## config.mk

```make
export PLATFORM = sky130hd
export DESIGN_NAME = dual_dither_pwm
export DESIGN_NICKNAME = d
export VERILOG_FILES = /design/src/rtl/dual_dither_pwm_pkg.sv /design/src/rtl/dither_phase_counter.sv /design/src/rtl/dither_pwm_channel.sv /design/src/rtl/dual_dither_pwm.sv
export SDC_FILE = /design/constraint.sdc
export NUM_CORES = 1
export LEC_CHECK = 0
export BUFFER_PORTS_ARGS = -buffer_cell sky130_fd_sc_hd__buf_2
export CORE_AREA = 3 3 117 119
export CTS_BUF_LIST = sky130_fd_sc_hd__clkbuf_4 sky130_fd_sc_hd__clkbuf_8
export CTS_CLUSTER_DIAMETER = 200
export DETAILED_ROUTE_END_ITERATION = 8
export DIE_AREA = 0 0 120 122
export GPL_ROUTABILITY_DRIVEN = 0
export SLEW_MARGIN = 20
export SYNTH_ARGS = -nofsm -noshare
export SYNTH_HDL_FRONTEND = slang
export SYNTH_SLANG_ARGS = --single-unit
```

## constraint.sdc

```tcl
create_clock -name clk -period 2.6 [get_ports clk]
set_input_delay 0.26 -clock clk [delete_from_list [all_inputs] [get_ports clk]]
set_output_delay 0.26 -clock clk [all_outputs]
set_load 0.005 [all_outputs]
```

## src/rtl/dual_dither_pwm_pkg.sv

```systemverilog
package dual_dither_pwm_pkg;
  typedef enum logic {
    CNT_DOWN = 1'b0,
    CNT_UP   = 1'b1
  } cnt_dir_e;
endpackage

```

## src/rtl/dither_phase_counter.sv

```systemverilog
module dither_phase_counter
  import dual_dither_pwm_pkg::*;
#(
  parameter int W = 8
) (
  input  logic         clk,
  input  logic         rst,
  input  logic         clr,
  output logic [W-1:0] cnt,
  output logic         boundary
);
  localparam logic [W-1:0] TOP = {W{1'b1}};

  cnt_dir_e dir_q;

  always_ff @(posedge clk) begin
    if (rst || clr) begin
      cnt   <= '0;
      dir_q <= CNT_UP;
    end else if (dir_q == CNT_UP) begin
      if (cnt == TOP) dir_q <= CNT_DOWN;
      else            cnt   <= cnt + 1'b1;
    end else begin
      if (cnt == '0) dir_q <= CNT_UP;
      else           cnt   <= cnt - 1'b1;
    end
  end

  // last cycle of a period: bottom of the down ramp
  assign boundary = (dir_q == CNT_DOWN) && (cnt == '0);
endmodule

```

## src/rtl/dither_pwm_channel.sv

```systemverilog
module dither_pwm_channel #(
  parameter int DUTY_W = 8,
  parameter int FRAC_W = 7
) (
  input  logic                     clk,
  input  logic                     rst,
  input  logic                     load,
  input  logic                     off,
  input  logic                     tick,
  input  logic [DUTY_W-1:0]        cnt,
  input  logic [DUTY_W+FRAC_W-1:0] level_in,
  input  logic                     force_on,
  output logic                     pwm,
  output logic                     en,
  output logic                     active
);
  localparam int LVL_W = DUTY_W + FRAC_W;
  localparam logic [LVL_W-1:0] LVL_MAX = LVL_W'(((1 << DUTY_W) - 1) << FRAC_W);

  logic [LVL_W-1:0]  lvl_q;
  logic [LVL_W-1:0]  lvl_c;
  logic [FRAC_W-1:0] acc_q;
  logic [FRAC_W:0]   acc_sum;
  logic [DUTY_W:0]   cmp_q;
  logic [DUTY_W:0]   nxt_q;
  logic [DUTY_W:0]   base_q;
  logic [DUTY_W:0]   base_c;

  assign lvl_c   = (level_in > LVL_MAX) ? LVL_MAX : level_in;
  assign base_c  = {1'b0, lvl_c[LVL_W-1:FRAC_W]};
  assign base_q  = {1'b0, lvl_q[LVL_W-1:FRAC_W]};
  assign acc_sum = {1'b0, acc_q} + {1'b0, lvl_q[FRAC_W-1:0]};

  always_ff @(posedge clk) begin
    if (rst || off) begin
      lvl_q <= '0;
      acc_q <= '0;
      cmp_q <= '0;
      nxt_q <= '0;
      en    <= 1'b0;
    end else if (load) begin
      lvl_q <= lvl_c;
      cmp_q <= base_c;
      nxt_q <= base_c;
      en    <= (lvl_c != '0) || force_on;
    end else if (tick) begin
      // apply the staged duty first, then stage the following one
      cmp_q <= nxt_q;
      nxt_q <= base_q + (DUTY_W+1)'(acc_sum[FRAC_W]);
      acc_q <= acc_sum[FRAC_W-1:0];
    end
  end

  always_ff @(posedge clk) begin
    if (rst) pwm <= 1'b0;
    else     pwm <= ({1'b0, cnt} < cmp_q);
  end

  assign active = en || (cmp_q != '0);
endmodule

```

## src/rtl/dual_dither_pwm.sv

```systemverilog
module dual_dither_pwm #(
  parameter int DUTY_W = 8,
  parameter int FRAC_W = 7
) (
  input  logic                     clk,
  input  logic                     rst,
  input  logic                     load,
  input  logic                     off,
  input  logic [DUTY_W+FRAC_W-1:0] level_a,
  input  logic [DUTY_W+FRAC_W-1:0] level_b,
  input  logic                     force_a,
  input  logic                     force_b,
  output logic                     pwm_a,
  output logic                     pwm_b,
  output logic                     en_a,
  output logic                     en_b
);
  localparam int LVL_W = DUTY_W + FRAC_W;
  localparam int NCH   = 2;

  logic [DUTY_W-1:0] phase_cnt;
  logic              boundary;
  logic              dsm_on_q;
  logic              cnt_clr;
  logic [LVL_W-1:0]  lvl_in [NCH];
  logic [NCH-1:0]    frc_in;
  logic [NCH-1:0]    pwm_o;
  logic [NCH-1:0]    en_o;
  logic [NCH-1:0]    act_o;

  assign lvl_in[0] = level_a;
  assign lvl_in[1] = level_b;
  assign frc_in    = {force_b, force_a};

  // restart phase only when everything was dark before the load
  assign cnt_clr = off || (load && (act_o == '0));

  always_ff @(posedge clk) begin
    if (rst || off) dsm_on_q <= 1'b0;
    else if (load)  dsm_on_q <= 1'b1;
  end

  dither_phase_counter #(.W(DUTY_W)) u_cnt (
    .clk      (clk),
    .rst      (rst),
    .clr      (cnt_clr),
    .cnt      (phase_cnt),
    .boundary (boundary)
  );

  for (genvar g = 0; g < NCH; g++) begin : g_ch
    dither_pwm_channel #(.DUTY_W(DUTY_W), .FRAC_W(FRAC_W)) u_ch (
      .clk      (clk),
      .rst      (rst),
      .load     (load),
      .off      (off),
      .tick     (boundary && dsm_on_q),
      .cnt      (phase_cnt),
      .level_in (lvl_in[g]),
      .force_on (frc_in[g]),
      .pwm      (pwm_o[g]),
      .en       (en_o[g]),
      .active   (act_o[g])
    );
  end

  assign pwm_a = pwm_o[0];
  assign pwm_b = pwm_o[1];
  assign en_a  = en_o[0];
  assign en_b  = en_o[1];
endmodule

```

[After elaboration in Yosys (flattened, before gate mapping)]
Index checks and enable logic that the tools add are counted.
Cells by class
  muxes and demuxes: 16
  $add $sub $neg: 6
  bitwise operators: 2
  magnitude comparators: 4
  eq/ne operators: 3
  reductions and logical operators: 20
Operators by type and width (number)
  2-to-1 mux 8 bit: 11
  greater-than comparator 15 bit, second input constant: 2
  2-to-1 mux 15 bit: 2
  nonzero test 15 bit: 2
  adder 8 x 1 -> 9 bit: 2
  < comparator 8 x 9 -> 1 bit: 2
  nonzero test 9 bit: 2
  adder 7 x 7 -> 8 bit: 2
  adder 8 x 1 -> 8 bit, second input constant: 1
  equality test 8 bit, second input constant: 1
  zero test 8 bit: 1
  subtractor 8 x 1 -> 8 bit, second input constant: 1
  logical OR 1 bit: 7
  AND reduction 2 bit: 2
  logical AND 1 bit: 3
  2-to-1 mux 1 bit: 3
  zero test 2 bit: 1
  inequality test 2 x 1 -> 1 bit, second input constant: 1
  inequality test 2 bit, second input constant: 1
  NOT 1 bit: 2
  nonzero test 2 bit: 1
  OR reduction 2 bit: 1
Storage, ports and cells
  input bits: 36
  output and inout port bits: 4
  logic and storage cells: 70
  bits in registers: 94

[Logic depth before layout (Yosys ltp)]
Gate-level depths: netlist of run 1.
  depth in word-level cells: 6
  depth in mapped cells: 12
  depth with buffers taken out: 12

[By module]
A second synthesis of run 1 with hierarchy kept.
Unflattened totals
  cell total of the unflattened synthesis: 601
  area total of the unflattened synthesis: 5108.6 µm²
Modules (own cells, without submodules)
  dither_pwm_channel: times used 2, area each 2203.4 µm², seq. area each 840.8 µm², cells each 260
  dither_phase_counter: times used 1, area each 650.6 µm², seq. area each 180.2 µm², cells each 75
  dual_dither_pwm: times used 1, area each 51.3 µm², seq. area each 20.0 µm², cells each 6

[Worst setup path before layout of run 1]
OpenSTA, ideal clock, no wires.
  kind: reg2reg
  from: register g_ch[1].u_ch.acc_q[1]
  to: register g_ch[1].u_ch.nxt_q[4]
  library setup time: 134 ps
  buffers on the path: 0
  clock period less this slack: 2337 ps
  setup slack: 263 ps
  data required time: 2466 ps
  stages on the path, launching flop included: 13
  arrival time: 2204 ps
  path through: dfxtp_1 ha_1 a211oi_1 o21bai_1 a21oi_1 o21ai_0 ha_1 ha_1 nand3_1 xor2_1 nor2_1 a21oi_1 o22ai_1
Between the ends
  word-level cells in the longest chain between the ends: 4
RTL lines
  from (decl): line dither_pwm_channel.sv:22  | logic [FRAC_W-1:0] acc_q;
  from (signal assigned): line dither_pwm_channel.sv:50  | acc_q <= acc_sum[FRAC_W-1:0];
  adder 7 x 7 -> 8 bit: line dither_pwm_channel.sv:32  | assign acc_sum = {1'b0, acc_q} + {1'b0, lvl_q[FRAC_W-1:0]};
  adder 8 x 1 -> 9 bit: line dither_pwm_channel.sv:49  | nxt_q <= base_q + (DUTY_W+1)'(acc_sum[FRAC_W]);
  2-to-1 mux 8 bit: line dither_pwm_channel.sv:46  | end else if (tick) begin
  2-to-1 mux 8 bit: line dither_pwm_channel.sv:41  | end else if (load) begin
  to (signal assigned): line dither_pwm_channel.sv:44  | nxt_q <= base_c;
  to (signal assigned): line dither_pwm_channel.sv:49
  to (decl): line dither_pwm_channel.sv:25  | logic [DUTY_W:0] nxt_q;
No other way between the ends. The select of a mux whose other input is x is not followed.
A chain may end at the register's enable or synchronous reset.

[Worst setup path after layout of run 1]
Same ends and word-level chain as after synthesis.

==> results.json, run 1 <==
{
  "status": "complete, no violations",
  "min_path_type": "in -> reg",
  "critPathKind": "reg -> reg",
  "cts_buffers": 9,
  "io_pins": 40,
  "maxSlewHeadroom_pct": 51.1,
  "synth_nets": 668,
  "path_clk_slew_ns": 0.09,
  "fp.dieW_um": 120,
  "synth.distinct_cells": 47,
  "rsz0062_at_grt": "no",
  "setup_ws_ns": 0.175,
  "wire_per_inst_um": 15.6,
  "syn2layout_area_growth_pct": 12.9,
  "routed_wl_um": 12500,
  "cts_setup_buffers": 0,
  "slew_violations": 0,
  "fin_crit_ns": 2.42,
  "start_util_pct": 39.0,
  "die_area_um2": 14600,
  "cts_tree": "yes",
  "grt_use_total_pct": 17.6,
  "seq_area_frac_synth_pct": 38.1,
  "synth_seq_cells": 94,
  "cts.sinks": 94,
  "vdd_ir_drop_max_mv": 0.236,
  "setup_viol": 0,
  "die_height_um": 122,
  "rrSetupSlack_ns": 0.18,
  "antenna_found_initial": 0,
  "row_count": 41,
  "max_slew.worst_pin.slew_ns": 0.733,
  "grt_overflow": 0,
  "clockRootBuffer": "clkbuf_8",
  "synthArstFlopShare_pct": 0,
  "dp_hpwl_um": 8770,
  "cts.htree.levels": 3,
  "cp-end-kind": "register",
  "rr_startpoint": "g_ch[1].u_ch.acc_q[1]$_SDFFE_PP0P_",
  "cp-start-kind": "register",
  "grt_pass1_wl_um": 20800,
  "synth.avg_cell_area_um2": 8.36,
  "crit_end": "g_ch[1].u_ch.nxt_q[4]$_SDFFE_PP0P_",
  "drv_cap": 0,
  "post-route-period-util_pct": 93.3,
  "r2r_cells": 12,
  "avgViaCountPerCell": 5.38,
  "skew_ns": 0.00756,
  "dp_slack_ns": 0.0365,
  "arrival_ns": 2.67,
  "cts.path.max_buffers": 2,
  "drtIter0Drc": 256,
  "yosysWarnings": 0,
  "synthDominantCellAreaShare_pct": 38.1,
  "hold_viol": 0,
  "synth_area_leader_cell": "dfxtp_1",
  "insertion_delay_ns": 0.37,
  "firstDrtPassIters": 5,
  "drtAntennaViolNets": 0,
  "synthTopCellsByArea": "dfxtp_1, ha_1, nand2_1, a21oi_1, o21ai_0",
  "nets": 703,
  "grt_start_max_net_pins": 50,
  "synth_edf_count": 0,
  "required_ns": 2.84,
  "port_buffers": 39,
  "n_antenna_cell": 0,
  "drcViolationCount": 0,
  "cp_max_fo": 4,
  "crit_start": "g_ch[1].u_ch.acc_q[1]$_SDFFE_PP0P_",
  "ys.flop_type": "dfxtp_1",
  "finalSetupTns_ns": 0,
  "r2r-end": "g_ch[1].u_ch.nxt_q[4]$_SDFFE_PP0P_",
  "p_leak_nw": 2.19,
  "grt_pass1_vias": 4190,
  "synth_cells": 591,
  "drive_gt1_share_pct": 13.0,
  "max_freq_ghz": 0.412,
  "mappedNetlistArea_um2": 4940,
  "power_density_nw_per_um2": 517,
  "core_um2": 12700,
  "detailroute.via_count": 4319
}
==> final cells by class <==
class	instances	area (um2)
Fill cell	1301	7090
Timing Repair Buffer	51	285
Sequential cell	94	1880
Inverter	25	93.8
Clock inverter	5	81.3
Multi-Input combinational cell	445	2870
Tap cell	172	215
Clock buffer	11	151
==> metal layers <==
layer,vias up,share of wire [%],track usage (%)
li1,2202,-,-
met1,2018,48,23.7
met2,81,47,28.1
met3,18,3.3,2.65
met4,0,2.0,7.95
met5,-,0,0
==> worst min path at each step <==
stage,startpoint,cells past startpoint,end
floorplan,rst,1,g_ch[1].u_ch.pwm$_SDFF_PP0_
global placement,g_ch[0].u_ch.acc_q[0]$_SDFFE_PP0P_,2,g_ch[0].u_ch.acc_q[0]$_SDFFE_PP0P_
detailed placement,g_ch[0].u_ch.acc_q[3]$_SDFFE_PP0P_,2,g_ch[0].u_ch.acc_q[3]$_SDFFE_PP0P_
CTS,level_a[1],3,g_ch[0].u_ch.lvl_q[1]$_SDFFE_PP0P_
global route,level_a[6],2,g_ch[0].u_ch.lvl_q[6]$_SDFFE_PP0P_
finish,level_a[6],2,g_ch[0].u_ch.lvl_q[6]$_SDFFE_PP0P_
==> report_power, final <==
part | internal [mW] | total [mW] | switching [mW]
logic | 0.0937 | 0.234 | 0.140
registers | 1.48 | 1.52 | 0.0370
clock network | 0.595 | 1.13 | 0.539
total | 2.17 | 2.89 | 0.716
==> state kept, by name (all words and copies together), names as in the netlist <==
name / flops
u_cnt.cnt: 8
g_ch.u_ch.en: 2
g_ch.u_ch.lvl_q: 30
g_ch.u_ch.acc_q: 14
u_cnt.dir_q: 1
g_ch.u_ch.nxt_q: 18
g_ch.u_ch.pwm: 2
g_ch.u_ch.cmp_q: 18
dsm_on_q: 1
==> timing repair <==
action / 4_1_cts / 5_1_grt
hold buffers: 0 / 0
setup endpoints to repair: 1 / 9
resized for setup: 1 / 6
endpoints found under the hold margin: 0 / 0
pin swaps: 0 / 1
==> metrics by stage <==
| stage | util [%] | hold slack [ns] | cells | total power [mW] | area [um2] |
|---|---|---|---|---|---|
| after floorplan | - | 0.332 | 591 | 1.68 | 4940 |
| after global placement | 42.0 | 0.445 | 787 | 1.78 | 5320 |
| after detailed placement | 42.0 | 0.453 | 787 | 1.78 | 5320 |
| after CTS | 43.9 | 0.0767 | 803 | 2.92 | 5560 |
| after global routing | 44.0 | 0.0928 | 803 | 3.01 | 5580 |
| final | 44.0 | 0.102 | 803 | 2.89 | 5580 |
==> logic make-up after synthesis <==
logic type      share of synthesized area, %
mux                                     1.62
fa+ha+maj                               10.8
buf+inv                                 4.36
compound gates                          21.6
simple gates                            20.5
flops                                   38.1
xor+xnor                                3.01
==> Yosys cell counts (all sizes together), types with 12 or more instances <==
library cell,instances
nor2,35
nor4,12
o22ai,12
inv,25
a21oi,52
nand2,99
o21ai,36
nand3,16
clkbuf,21
ha,38
dfxtp,94
a31oi,24
==> cells in the final DEF, fill, tap and decap left out, types with 7 or more instances in the layout <==
cell type,netlist,routed
nand4_1,10,10
a21oi_1,52,50
a21o_1,8,8
clkbuf_8,0,11
a31oi_1,24,24
xnor2_1,8,8
xor2_1,9,9
buf_4,0,12
o21ai_0,32,31
nand2b_1,8,8
buf_2,4,39
nor2_1,33,31
o22ai_1,12,12
or4_1,7,7
mux2i_1,8,8
a22o_1,11,11
a211oi_1,9,7
ha_1,38,36
inv_1,25,25
nor4_1,10,10
nand2_1,99,99
nand3_1,15,15
dfxtp_1,94,94
==> worst max-delay path, cell delays in order (launching register included) <==
cell and delay, ns:
dfxtp_1 0.32, ha_1 0.32, a211oi_2 0.27, o21bai_1 0.12, a21oi_2 0.20, o21ai_1 0.12, ha_1 0.23, ha_2 0.21
nand3_1 0.09, xor2_1 0.14, nor2_1 0.05, a21oi_1 0.13, o22ai_1 0.09
(Power assumes the default switching activity.)
==> run 2, diff against run 1 <==
--- a/config.mk
+++ b/config.mk
@@ -6,12 +6,16 @@
 export NUM_CORES = 1
 export LEC_CHECK = 0
 export BUFFER_PORTS_ARGS = -buffer_cell sky130_fd_sc_hd__buf_2
+export CAP_MARGIN = 20
+export CELL_PAD_IN_SITES_DETAIL_PLACEMENT = 1
+export CELL_PAD_IN_SITES_GLOBAL_PLACEMENT = 1
 export CORE_AREA = 3 3 117 119
 export CTS_BUF_LIST = sky130_fd_sc_hd__clkbuf_4 sky130_fd_sc_hd__clkbuf_8
 export CTS_CLUSTER_DIAMETER = 200
 export DETAILED_ROUTE_END_ITERATION = 8
 export DIE_AREA = 0 0 120 122
 export GPL_ROUTABILITY_DRIVEN = 0
+export PLACE_DENSITY_LB_ADDON = 0.1
 export SLEW_MARGIN = 20
 export SYNTH_ARGS = -nofsm -noshare
 export SYNTH_HDL_FRONTEND = slang
==> results.json, run 2 (synthesis gave the netlist of run 1 again) <==
{
  "hold_viol": 0,
  "cts_resized": 0,
  "power_density_nw_per_um2": 490,
  "rrSetupSlack_ns": 0.18,
  "core_um2": 12700,
  "cp_max_fo": 4,
  "cp-end-kind": "register",
  "hold_ws_ns": 0.0995,
  "wire_per_inst_um": 17.4,
  "rsz0062_at_grt": "no",
  "nets": 707,
  "insertion_delay_ns": 0.38,
  "grt_pass1_vias": 4574,
  "syn2layout_area_growth_pct": 12.6,
  "vdd_ir_drop_max_mv": 0.321,
  "row_count": 41,
  "n_antenna_cell": 0,
  "cts.path.max_buffers": 2,
  "fin_crit_ns": 2.42,
  "final_common_cell": "nand2_1",
  "grt_start_max_net_pins": 34,
  "die_height_um": 122,
  "placedCellCount": 791,
  "max_slew.worst_pin.slew_ns": 0.567,
  "reg_top3": "g_ch.u_ch.lvl_q (30), g_ch.u_ch.cmp_q (18), g_ch.u_ch.nxt_q (18)",
  "setup_viol": 0,
  "cts_tree": "yes",
  "critPathKind": "reg -> reg",
  "drive_gt1_share_pct": 13.1,
  "die_area_um2": 14600,
  "grt_use_total_pct": 20.2,
  "drtAntennaViolNets": 0,
  "antenna_found_initial": 0,
  "port_buffers": 39,
  "maxSlewHeadroom_pct": 61.9,
  "arrival_ns": 2.68,
  "finalSetupTns_ns": 0,
  "cp-start-kind": "register",
  "clockRootBuffer": "clkbuf_8",
  "dp_hpwl_um": 10600,
  "drtIter0Drc": 142,
  "firstDrtPassIters": 4,
  "skew_ns": 0.00983,
  "finalPower_mw": 2.72,
  "min_path_type": "in -> reg",
  "drcViolationCount": 0,
  "p_leak_nw": 2.20,
  "slew_violations": 0,
  "cts.htree.levels": 3,
  "largest_reg_flops": 30,
  "grt_pass1_wl_um": 23600,
  "status": "complete, no violations",
  "io_pins": 40,
  "placed_area_um2": 5350,
  "hold_buffers": 0,
  "cts.sinks": 94,
  "path_clk_slew_ns": 0.09,
  "routed_wl_um": 14000,
  "cts_setup_buffers": 0,
  "detailroute.via_count": 4414,
  "required_ns": 2.86,
  "post-route-period-util_pct": 93.0,
  "avgViaCountPerCell": 5.47,
  "grt_overflow": 0,
  "fp.dieW_um": 120,
  "instances_no_fill": 807,
  "finalInstanceArea_um2": 5560,
  "max_freq_ghz": 0.414,
  "start_util_pct": 39.0,
  "largest-register": "g_ch.u_ch.lvl_q",
  "drv_cap": 0,
  "most-common-layout-cells": "nand2_1, dfxtp_1, a21oi_1",
  "cts_buffers": 9
}
[run 2: worst max-delay path, cell delays in order, from the launching register on]
cell,delay [ns]
dfxtp_1,0.34
ha_1,0.32
a211oi_2,0.27
o21bai_1,0.14
a21oi_2,0.16
o21ai_1,0.11
ha_1,0.21
ha_1,0.24
nand3_1,0.11
xor2_1,0.15
nor2_1,0.05
a21oi_1,0.12
o22ai_1,0.09
[run 2: final timing paths]
check / to / startpoint / cells past startpoint
max: g_ch[0].u_ch.nxt_q[4]$_SDFFE_PP0P_ / g_ch[0].u_ch.acc_q[1]$_SDFFE_PP0P_ / 12
min: g_ch[0].u_ch.lvl_q[5]$_SDFFE_PP0P_ / level_a[5] / 2
max reg2reg: g_ch[0].u_ch.nxt_q[4]$_SDFFE_PP0P_ / g_ch[0].u_ch.acc_q[1]$_SDFFE_PP0P_ / 12
min reg2reg: g_ch[0].u_ch.acc_q[0]$_SDFFE_PP0P_ / g_ch[0].u_ch.acc_q[0]$_SDFFE_PP0P_ / 2
[run 2: report_power, final]
part,leakage [nW],switching [mW],internal [mW]
registers,0.765,0.0372,1.48
clock network,0.0950,0.532,0.428
logic,1.34,0.148,0.0979
total,2.20,0.717,2.01
[run 2: stage by stage]
step | util, % | setup WS, ns
6_report | 43.9 | 0.183
5_1_grt | 43.9 | 0.00486
4_1_cts | 43.8 | 0.0229
3_5_place_dp | 42.2 | 0.0260
3_3_place_gp | 42.2 | 0.113
2_1_floorplan | - | 0.263
[run 2: layout make-up]
type / instances / area [um2]
fillers: 1555 / 7110
clock inverters: 4 / 28.8
flip-flops and latches: 94 / 1880
well taps: 172 / 215
multi-input cells: 445 / 2860
clock buffers: 12 / 165
repair buffers: 55 / 315
inverters: 25 / 93.8
[run 2: routing by layer]
metal  global-route usage, %  vias up  wire [um]
li1                        -     2211          -
met1                    27.0     2139       6810
met2                    33.9       47       6620
met3                    3.25       17        404
met4                    5.73        0        204
met5                       0        -          0
